--- config.mk ---
export PLATFORM = sky130hd
export DESIGN_NAME = prio_intc
export DESIGN_NICKNAME = d
export VERILOG_FILES = /design/src/rtl/prio_intc.sv
export SDC_FILE = /design/constraint.sdc
export NUM_CORES = 1
export LEC_CHECK = 0
export BUFFER_PORTS_ARGS = -buffer_cell sky130_fd_sc_hd__buf_2
export CELL_PAD_IN_SITES_DETAIL_PLACEMENT = 1
export CELL_PAD_IN_SITES_GLOBAL_PLACEMENT = 1
export CORE_AREA = 2 2 96 98
export CTS_CLUSTER_SIZE = 20
export DETAILED_ROUTE_END_ITERATION = 12
export DIE_AREA = 0 0 98 100
export PLACE_DENSITY = 0.84
export SYNTH_ARGS = -nofsm -noshare
export SYNTH_HDL_FRONTEND = slang
export SYNTH_SLANG_ARGS = --single-unit
--- constraint.sdc ---
create_clock -name clk -period 22.5 [get_ports clk]
set_input_delay 2.25 -clock clk [delete_from_list [all_inputs] [get_ports clk]]
set_output_delay 2.25 -clock clk [all_outputs]
set_load 0.005 [all_outputs]
--- src/rtl/prio_intc.sv ---
module prio_intc #(
  parameter int NSRC      = 8,
  parameter int NLVL      = 8,
  parameter int AW        = 8,
  parameter int CTRL_BASE = 'h10,
  parameter int ISPR_ADDR = 'hFA,
  localparam int PW = $clog2(NLVL),
  localparam int SW = $clog2(NSRC)
) (
  input  logic            clk,
  input  logic            rst_n,
  input  logic [NSRC-1:0] src_pulse,
  input  logic            bus_we,
  input  logic [AW-1:0]   bus_addr,
  input  logic [7:0]      bus_wdata,
  output logic [7:0]      bus_rdata,
  output logic            core_req,
  output logic [SW-1:0]   core_vec,
  output logic [PW-1:0]   core_lvl,
  input  logic            core_ack,
  input  logic            reti_pulse,
  input  logic            psw_ep,
  input  logic            psw_np
);

  logic [NSRC-1:0] pend, mask, elig;
  logic [PW-1:0]   prio [NSRC];
  logic [NLVL-1:0] ispr, blk, ret_bit;
  logic            ack_go, ret_go;
  logic            found;
  logic [PW-1:0]   best_p;
  logic [SW-1:0]   best_i;

  assign ack_go  = core_ack & core_req;
  assign ret_go  = reti_pulse & ~psw_ep & ~psw_np;
  assign ret_bit = ispr & (~ispr + NLVL'(1));

  for (genvar i = 0; i < NSRC; i++) begin : g_src
    localparam logic [AW-1:0] A = AW'(CTRL_BASE + 2 * i);
    always_ff @(posedge clk) begin
      if (!rst_n) begin
        pend[i] <= 1'b0;
        mask[i] <= 1'b1;
        prio[i] <= '0;
      end else begin
        if (bus_we && bus_addr == A) begin
          pend[i] <= bus_wdata[7];
          mask[i] <= bus_wdata[6];
          prio[i] <= bus_wdata[PW-1:0];
        end else if (ack_go && core_vec == SW'(i)) begin
          pend[i] <= 1'b0;
        end
        if (src_pulse[i]) pend[i] <= 1'b1;
      end
    end
    assign elig[i] = pend[i] & ~mask[i] & ~blk[prio[i]];
  end

  always_comb begin
    logic acc;
    acc = 1'b0;
    for (int l = 0; l < NLVL; l++) begin
      acc    = acc | ispr[l];
      blk[l] = acc;
    end
  end

  always_comb begin
    found  = 1'b0;
    best_p = '0;
    best_i = '0;
    for (int i = 0; i < NSRC; i++)
      if (elig[i] && (!found || prio[i] < best_p)) begin
        found  = 1'b1;
        best_p = prio[i];
        best_i = SW'(i);
      end
  end

  assign core_req = found;
  assign core_vec = best_i;
  assign core_lvl = best_p;

  always_ff @(posedge clk) begin
    if (!rst_n) ispr <= '0;
    else ispr <= (ispr & ~(ret_go ? ret_bit : '0))
               | (ack_go ? (NLVL'(1) << core_lvl) : '0);
  end

  always_comb begin
    bus_rdata = 8'h00;
    if (bus_addr == AW'(ISPR_ADDR)) bus_rdata = 8'(ispr);
    for (int i = 0; i < NSRC; i++)
      if (bus_addr == AW'(CTRL_BASE + 2 * i))
        bus_rdata = {pend[i], mask[i], 6'(prio[i])};
  end

endmodule


Word-level counts from Yosys, hierarchy flattened
Memory sizes are Yosys's and may differ from the RTL's.
Index checks and enable logic that the tools add are counted.
{ "word_totals": {"regBits": 24, "ram_bits": 24, "input_bits": 31, "out_inout_bits": 15, "memories": 1} }
{ "mem_list": {"columns": ["name", "depth", "word_bits", "rd", "rd_clocked_by_memory_dff", "wr", "line_no", "source"], "rows": [
  ["prio", 8, 3, 8, 0, 8, "27", "logic [PW-1:0] prio [NSRC];"]
]} }
{ "op_classes": {"n_addsub": 1, "order_cmp": 15, "n_eq_ne": 16, "shifts": 1, "muxes": 107, "bitwise": 57, "reduce_logical": 46} }
{ "ops": {"columns": ["op", "count"], "rows": [
  ["2-to-1 mux 8 bit", 11],
  ["2-to-1 mux 1 bit", 66],
  ["2-to-1 mux 3 bit", 22],
  ["equality test 8 x 5 -> 1 bit (second input constant)", 8],
  ["< comparator 3 x 4 -> 1 bit (second input constant)", 8],
  ["binary-select mux 1 bit (select 3 bit)", 8],
  ["nonzero test 3 bit", 8],
  ["logical AND 1 bit", 23],
  ["< comparator 3 bit", 7],
  ["bitwise AND 1 bit", 19],
  ["inverter 1 bit", 18],
  ["bitwise AND 8 bit", 2],
  ["inverter 8 bit", 2],
  ["bitwise OR 1 bit", 15],
  ["equality test 3 bit (second input constant)", 4],
  ["adder 8 x 1 -> 8 bit (second input constant)", 1],
  ["equality test 8 bit (second input constant)", 1],
  ["bitwise OR 8 bit", 1],
  ["<< shifter 1 x 3 -> 8 bit (first input constant)", 1],
  ["logical NOT 1 bit", 7],
  ["logical OR 1 bit", 7],
  ["equality test 3 x 2 -> 1 bit (second input constant)", 2],
  ["equality test 3 x 1 -> 1 bit (second input constant)", 1],
  ["logical NOT 3 bit", 1]
]} }

Depth between registers and ports, before layout
Gate-level depths: netlist (run 1).
{ "depth": {"ltp_word": 45, "depth_mapped": 57} }

Worst setup path before layout (run 1)
OpenSTA, ideal clock, no wires.
{ "synth_timing": {"kind": "flip-flop to output port", "from": "reg ispr[2]", "to": "out core_lvl[1]", "arrival_time_ns": 10.102, "required_time_ns": 20.250, "path_slack_ns": 10.148, "path_stages_with_launch": 55, "cell_sequence": "dfxtp_1 buf_6 nor3_4 a311oi_1 nor3b_2 and2_2 nand2_1 ha_1 a21oi_1 o21ai_0 nand3b_1 and2_1 a22o_1 inv_1 ha_1 a21oi_1 a21boi_0 or2_1 [... 19 more ...] a21o_1 or3_4 nand3_1 ha_1 o21ai_0 nand2_1 o31ai_1 nor3_1 a21oi_1 and2_1 a41oi_4 ha_1 a21oi_1 nor3b_1 o211ai_2 a21o_1 o211ai_2 inv_1"} }
{ "synth_via": {"elab_chain_len": 39, "word_cells_on_any_way": 81, "classes_between": "7 x order compare; 31 x mux; 22 x bitwise; 21 x reduce/logical"} }
{ "synth_lines": {"columns": ["item", "line_no", "source"], "rows": [
  ["start, declared", "28", "logic [NLVL-1:0] ispr, blk, ret_bit;"],
  ["start signal, assigned", "86", "else ispr <= (ispr & ~(ret_go ? ret_bit : '0))"],
  ["bitwise OR 1 bit (*)", "63", "acc = acc | ispr[l];"],
  ["bitwise OR 1 bit (5 in a row)", "63", null],
  ["binary-select mux 1 bit (select 3 bit)", "56", "assign elig[i] = pend[i] & ~mask[i] & ~blk[prio[i]];"],
  ["2-to-1 mux 1 bit (not written as such)", "56", null],
  ["inverter 1 bit", "56", null],
  ["bitwise AND 1 bit", "56", null],
  ["2-to-1 mux 3 bit / 2-to-1 mux 1 bit (equally long branches)", "73", "if (elig[i] && (!found || prio[i] < best_p)) begin"],
  ["< comparator 3 bit / logical NOT 1 bit (equally long branches)", "73", null],
  ["[... 19 more ...]", null, null],
  ["< comparator 3 bit / logical NOT 1 bit (equally long branches)", "73", null],
  ["logical OR 1 bit", "73", null],
  ["logical AND 1 bit", "73", null],
  ["2-to-1 mux 3 bit / 2-to-1 mux 1 bit (equally long branches)", "73", null],
  ["< comparator 3 bit / logical NOT 1 bit (equally long branches)", "73", null],
  ["logical OR 1 bit", "73", null],
  ["logical AND 1 bit", "73", null],
  ["2-to-1 mux 3 bit (*)", "73", null],
  ["end, declared", "19", "output logic [PW-1:0] core_lvl,"]
]} }
Mark *: on every way between the ends. The rest lies on a longest branch, timed or not. The select of a mux whose other input is x is not followed.

Worst setup path after layout (run 1)
{ "layout_timing": {"from": "reg ispr[1]", "to": "out core_vec[1]"} }
{ "layout_via": {"elab_chain_len": 40, "word_cells_on_any_way": 87, "classes_between": "7 x order compare; 36 x mux; 23 x bitwise; 21 x reduce/logical"} }
{ "layout_lines": {"columns": ["item", "line_no", "source"], "rows": [
  ["bitwise OR 1 bit (*)", "63", null],
  ["bitwise OR 1 bit (6 in a row)", "63", null],
  ["binary-select mux 1 bit (select 3 bit)", "56", null],
  ["2-to-1 mux 1 bit (not written as such)", "56", null],
  ["inverter 1 bit", "56", null],
  ["bitwise AND 1 bit", "56", null],
  ["2-to-1 mux 3 bit / 2-to-1 mux 1 bit (equally long branches)", "73", null],
  ["< comparator 3 bit / logical NOT 1 bit (equally long branches)", "73", null],
  ["[... 19 more ...]", null, null],
  ["< comparator 3 bit / logical NOT 1 bit (equally long branches)", "73", null],
  ["logical OR 1 bit", "73", null],
  ["logical AND 1 bit", "73", null],
  ["2-to-1 mux 3 bit / 2-to-1 mux 1 bit (equally long branches)", "73", null],
  ["< comparator 3 bit / logical NOT 1 bit (equally long branches)", "73", null],
  ["logical OR 1 bit", "73", null],
  ["logical AND 1 bit", "73", null],
  ["2-to-1 mux 3 bit (*)", "73", null],
  ["end, declared", "18", "output logic [SW-1:0] core_vec,"]
]} }
Marked as above.

==> impl_results.md, run 1 <==
- Synth cell types: 86
- Syn. warnings: 0
- Dpl hpwl: 11100 um
- Gr usage total: between 20 and 30%
- Top cells by area, synth: edfxtp_1 (18%), dfxtp_1 (12%), nor2_1 (5.2%)
- Vias in the first global route: ~4300
- DIE HEIGHT: ~100 um
- TritonCTS clock tree: yes
- IO Port Bufs: 42
- Logic pwr share: 11.7%
- First-pass GRT wire length: 22700 um
- Initial antenna violation count: 0
- Placed Cells: 636
- Worst skew pair latency: 0.30 ns
- Clock skew: roughly 0.010 ns
- Via Count: 4282
- Max FO, Critical Path: 12
- Mapped Cells: just over 500
- Status: finished, final reports clean
- Core box area: 8890 um2
- Share of cells above drive strength 1: 16.5%
- H-Tree Depth: 2
- Final Cycle Share: 67.5%
- Sw Pwr: 48.8 uW
- Clock Sinks: 48
- Synth Flop Type: edfxtp_1
- Tightest Hold Check Type: flip-flop to flip-flop
- Worst slack, placed: 7.96 ns
- Residual DRC count: 0
- IO Count: 46
- Reg clk slew, reported paths: 0.09 ns
- Max Clk Rate: 65.8 MHz
- CTS root buffer: clkbuf_8
- Net Count, Synth: 550
- CP Class: flip-flop to primary output
- Pwr dens: 39.3 nW/um2
- Worst-Margin Slew: 0.939 ns
- Area grow syn2layout: 8.25%
- Clock power frac: 29.7%
- Final core occ: 49.7%
- Hold_buf cts: 0
- Crit path required time: 20.25 ns
- Element type at the critical path start: flip-flop
- Switching share of power: 28.1%
- Post-synth EDFFs: 24
- Post-CTS setup buffer count: 0
- DIE AREA: 9800 um2
- Cts repair resizes: 0
- Clock tree buffer depth: 2
- Maxcap violations: 0
- Critical path's slowest cell: a21oi_1
- Non-Filler Instances: 644
- Synth top area share: 17.7%
- Largest net degree at the start of global routing: 37
- Via/cell ratio: 6.65
- CTS Buf Count: 5
- Hold Vio Cnt, Final: 0
- Row Count: 35
- Sequential share of the synthesized area: 29.4%
- Antenna Diode Count: 0
- Cell-internal power: 125 uW
- First-pass DRT Iterations: 6
- WL final: 14100 um
- Post-synth top area cell: edfxtp_1
- Final nets: 577
- Final setup fails: 0
- Post-synthesis instance area: 4080 um2
- Final GP Congestion: 0.886
- First DRT Iteration DRCs: between 200 and 300
- Flop and latch count out of synthesis: 48
- ANT nets after route: 0
- Maximum VDD drop: 38.6 uV
- Asr flop ratio synth: 0%
- Cell mode on critical path: a21oi_1
- Crit path time final: 15.19 ns
- Sequential share of power: 58.6%
- Pleak: approximately 1.7 nW
- Starting Density: 45.9%
- Wire per inst: 21.9 um
- Crit path max-delay family: compound AO/OA/AOI/OAI gates
- Slew margin rel.: 36.9%
- Post-Syn Area per Cell: 8.08 um2
- Slew Limit Fails: 0
- Die W: 98 um
- Crit path buf inv count: 4
- Final global-route overflow total: 0
- Crit path DAT: 12.94 ns
- CP peak stage delay: 0.55 ns
- Final setup margin: between 7 and 8 ns
- CP Capture Type: primary output
- Setup TNS: 0 ns
- RSZ-0062 raised after global routing: false
metal layers:
metal  GRT usage [%]  part of all wire (%)
met4            12.0                   3.6
met1            37.2                    42
met5               0                     0
met3            3.41                   5.9
met2            49.5                    49
final timing paths:
path,startpoint,end,slack [ns],cells past startpoint
setup / recovery,ispr[1],core_vec[1],7.31,56
hold / removal,ispr[4],ispr[4],0.50,2
setup reg to reg,ispr[1],ispr[7],9.62,54
hold reg to reg,ispr[4],ispr[4],0.50,2
per-stage QoR:
step	total power, mW	area (um2)	hold WS [ns]
global placement	0.121	4330	0.479
detailed placement	0.123	4330	0.489
global route	0.180	4420	0.528
CTS	0.174	4420	0.501
finish	0.173	4420	0.500
floorplan	0.113	4080	0.448
power by group through the flow:
stage	clock network, mW	logic [mW]	registers (mW)
2_1_floorplan	0	0.0134	0.100
3_3_place_gp	0	0.0184	0.103
3_5_place_dp	0	0.0197	0.103
4_1_cts	0.0528	0.0200	0.101
5_1_grt	0.0558	0.0223	0.102
6_report	0.0515	0.0203	0.102
final cells by class:
cell class | instances | area, um2
clock buffers | 7 | 76.3
clock inverters | 1 | 5.00
fillers | 1112 | 4470
inverters | 18 | 67.6
multi-input cells | 416 | 2710
flip-flops and latches | 48 | 1200
well taps | 111 | 139
repair buffers | 43 | 218
sequential cells by signal, summed over array words and instances, names as in the netlist:
register  cells
prio         24
ispr          8
mask          8
pend          8
logic make-up after synthesis:
kind of cell | Yosys count | synth area share, %
buffers and inverters | 41 | 4.14
adder cells (fa/ha/maj) | 14 | 4.29
multiplexers | 7 | 1.96
AND/OR/NAND/NOR | 212 | 26.2
flip-flops | 48 | 29.4
AO/OA/AOI/OAI | 183 | 34.0
worst min-delay path, stage by stage, from the launching register on:
cell       delay (ns)
dfxtp_1          0.34
nand2_1          0.06
o2bb2ai_1        0.06
cell usage in the layout (no fill, tap or decap), types with 4 or more instances in the layout:
master     count
and2_1        10
inv_1         18
dfxtp_1       24
nand2b_1       7
clkbuf_8       5
o2111ai_1      8
o21a_1         8
buf_2         42
o211ai_1       5
nand3_1       37
nor3_1         5
nor2_1        57
a31oi_1       13
a211oi_1       7
o21ai_0       20
mux2_2         4
a21oi_1       40
o21ai_1        6
a22oi_1       12
or3_1          6
nor2b_1        9
nand2_1       53
edfxtp_1      24
a21o_1        12
ha_1          14
cells in the mapped netlist (2+ instances only):
cell / n
a211oi_1: 7
a211oi_2: 3
a21o_1: 12
a21oi_1: 40
a221oi_1: 3
a222oi_1: 2
a22oi_1: 12
a31o_2: 2
a31oi_1: 13
and2_1: 10
and3_1: 3
buf_2: 2
clkbuf_1: 17
dfxtp_1: 24
edfxtp_1: 24
ha_1: 14
inv_1: 18
mux2_2: 4
mux2i_1: 2
nand2_1: 53
nand2b_1: 7
nand3_1: 37
nand3b_1: 2
nor2_1: 57
nor2b_1: 9
nor3_1: 5
nor3b_1: 3
o2111ai_1: 8
o211a_1: 2
o211ai_1: 5
o211ai_2: 3
o21a_1: 8
o21ai_0: 20
o21ai_1: 6
o22ai_1: 3
o311a_1: 2
o311ai_0: 3
o31a_1: 2
o31ai_1: 2
o31ai_2: 2
o41ai_2: 2
or2_2: 3
or3_1: 6
Power figures use the tool's default switching activity.
==> run 2: changes to the inputs <==
--- a/config.mk
+++ b/config.mk
@@ -8,11 +8,11 @@
 export BUFFER_PORTS_ARGS = -buffer_cell sky130_fd_sc_hd__buf_2
 export CELL_PAD_IN_SITES_DETAIL_PLACEMENT = 1
 export CELL_PAD_IN_SITES_GLOBAL_PLACEMENT = 1
-export CORE_AREA = 2 2 96 98
+export CORE_AREA = 2 2 99 101
 export CTS_CLUSTER_SIZE = 20
 export DETAILED_ROUTE_END_ITERATION = 12
-export DIE_AREA = 0 0 98 100
-export PLACE_DENSITY = 0.84
+export DIE_AREA = 0 0 101 103
+export PLACE_DENSITY = 0.8
 export SYNTH_ARGS = -nofsm -noshare
 export SYNTH_HDL_FRONTEND = slang
 export SYNTH_SLANG_ARGS = --single-unit
==> constraint.sdc (replaced) <==
create_clock -name clk -period 14.3 [get_ports clk]
set_input_delay 1.43 -clock clk [delete_from_list [all_inputs] [get_ports clk]]
set_output_delay 1.43 -clock clk [all_outputs]
set_load 0.005 [all_outputs]
==> run 2 against run 1 <==
  * Register-to-register slack got worse by 7.5 ns
  * Cell count rose by 1.1%
  * Setup slack worse by 6.6 ns
  * Power is 72% higher
  * Clock-buffer cell count shrank 1
  * Critical path depth fell by 2
  * Largest power group unchanged
  * Highest routed layer unchanged
==> impl_results.md, run 2 (synthesized netlist as in run 1, its figures left out) <==
- Crit path time final: between 10 and 15 ns
- Wire per inst: 22.6 um (+3.3%)
- Setup TNS: 0 ns (unchanged)
- First DRT Iteration DRCs: 284 (+9.2%)
- TritonCTS clock tree: yes
- ANT nets after route: 0 (unchanged)
- Final nets: 581 (+0.69%)
- Commonest non-fill, non-tap cells in the layout: nor2_1 (57), nand2_1 (53), buf_2 (42)
- Dpl hpwl: 11400 um (+2.9%)
- Via/cell ratio: 6.56 (-1.3%)
- Clock tree buffer depth: 2 (unchanged)
- Final GP Congestion: 0.919 (+3.8%)
- Slew Limit Fails: 0 (unchanged)
- Element type at the critical path start: flip-flop
- Crit path required time: 12.87 ns (-7.38 ns)
- DIE AREA: 10400 um2 (+6.2%)
- Reg-to-Reg Start: ispr[0]
- Most common cell after layout, fill and taps aside: nor2_1
- Fill count: 1177 (+5.8%)
- Hold depth: 2 (unchanged)
- Max Clk Rate: 73.4 MHz
- Worst-Margin Slew: 0.992 ns (+0.0534 ns)
- R2R depth: 53 (-1.9%)
- Multi-input logic area: 2750 um2 (+1.3%)
- Starting Density: 43.1% (-2.8 points)
- H-Tree Depth: 2 (unchanged)
- Via Count: 4271 (-0.26%)
- Pwr dens: 66.0 nW/um2 (+68%)
- Critical path's slowest cell: dfxtp_1
- Slew margin rel.: 33.3% (-3.6 points)
- Clock skew: 0.00952 ns (-0.000692 ns)
- Core box area: 9460 um2 (+6.4%)
- WL final: 14700 um (+4.4%)
- CP Capture Type: primary output
- Gr usage total: 28.6% (-0.30 points)
- Share of cells above drive strength 1: 18.8% (+2.3 points)
- Register area: 1200 um2 (unchanged)
- Row Count: 36 (+2.9%)
- Maximum VDD drop: 69.3 uV (+80%)
- Pleak: 1.76 nW (+2.4%)
- Status: finished, final reports clean
- Reg2reg setup slack: 2.11 ns (-7.51 ns)
- Max FO, Critical Path: 13 (+1)
- Tightest Hold Check Type: flip-flop to flip-flop
- CTS Buf Count: 5 (unchanged)
- Maxcap violations: 0 (unchanged)
- Largest Register: prio
- CP Class: flip-flop to primary output
- Final global-route overflow total: 0 (unchanged)
- Reg-to-reg endpoint: ispr[7]
- IO Port Bufs: 42 (unchanged)
- Final hold slack: 0.505 ns (+0.00497 ns)
- Hold_sp: mask[4]
- Post-layout instance area: 4530 um2 (+2.5%)
- Worst skew pair latency: 0.32 ns (+0.02 ns)
- DIE HEIGHT: 103 um (+3.0%)
- Largest net degree at the start of global routing: 37 (unchanged)
- Antenna Diode Count: 0 (unchanged)
- Residual DRC count: 0 (unchanged)
- Hold Vio Cnt, Final: 0 (unchanged)
- Hold EP: mask[4]
- Vias in the first global route: 4364 (+0.39%)
- Initial antenna violation count: 0 (unchanged)
- Post-Place Cell Area: 4350 um2 (+0.26%)
- Hold_buf cts: 0 (unchanged)
- CTS root buffer: clkbuf_8
- Final Cycle Share: 95.3%
- Max reg flops: 24 (unchanged)
- IO Count: 46 (unchanged)
- Area grow syn2layout: 11.0%
- First-pass DRT Iterations: 5 (-1)
- Final setup fails: 0 (unchanged)
- Clock Sinks: 48 (unchanged)
- CP peak stage delay: 0.50 ns (-0.05 ns)
- Reg clk slew, reported paths: 0.09 ns (about the same)
- Crit path DAT: 12.19 ns (-0.75 ns)
- Die W: 101 um (+3.1%)
- First-pass GRT wire length: 23100 um (+1.8%)
[run 2: cell count changes in the layout (fill, tap and decap cells not counted), sizes merged]
cell,change
clkbuf,-1
buf,+4
bufinv,+1
[run 2: timing repair]
item / CTS / global route
endpoints found under the setup margin: 0 / 6
buffers inserted: 0 / 3
resized for setup: 0 / 9
[run 2: where the power goes]
group	switching, mW	leakage, nW	internal, mW
registers	0.0110	0.424	0.150
clock network	0.0491	0.0614	0.0572
logic	0.0196	1.27	0.0123
total	0.0797	1.76	0.219
[run 2: metrics by stage]
step | instances | setup WS (ns) | util, % | power, mW
floorplan | 505 | 2.77 | - | 0.178
global placement | 640 | 1.24 | 45.9 | 0.191
detailed placement | 640 | 0.725 | 45.9 | 0.194
CTS | 648 | 0.312 | 47.2 | 0.299
global route | 651 | -0.0633 | 47.8 | 0.308
finish | 651 | 0.678 | 47.8 | 0.299
[run 2: how the worst max path moves through the flow]
stage / start / end / slack (ns) / cells past startpoint
global placement: ispr[1] / core_vec[1] / 1.24 / 54
finish: ispr[0] / core_lvl[1] / 0.68 / 54
floorplan: ispr[2] / core_lvl[1] / 2.77 / 54
global route: ispr[0] / core_vec[1] / -0.06 / 56
detailed placement: ispr[2] / core_lvl[1] / 0.72 / 53
CTS: prio[0][0] / core_lvl[1] / 0.31 / 53
[run 2: final cells by class]
| type | count | area share, % |
|---|---|---|
| clock buffers | 6 | 1.82 |
| clock inverters | 2 | 0.857 |
| well taps | 114 | 3.15 |
| flip-flops and latches | 48 | 26.5 |
| multi-input cells | 416 | 60.7 |
| repair buffers | 47 | 5.47 |
| inverters | 18 | 1.49 |
[run 2: worst max-delay path: cells and delay by family (launching register included)]
| kind | cells | cell delay [ns] |
|---|---|---|
| AO/OA/AOI/OAI | 27 | 5.29 |
| AND/OR/NAND/NOR | 13 | 2.39 |
| adder cells (fa/ha/maj) | 7 | 2.09 |
| multiplexers | 3 | 1.06 |
| buffers and inverters | 4 | 0.55 |
| flip-flops | 1 | 0.50 |
[run 2: metal layers]
metal | global-route usage, % | wire (um) | up-vias
li1 | - | - | 1989
met1 | 37.2 | 6400 | 2109
met2 | 50.2 | 7320 | 142
met3 | 2.71 | 658 | 31
met4 | 9.36 | 363 | 0
met5 | 0 | 0 | -
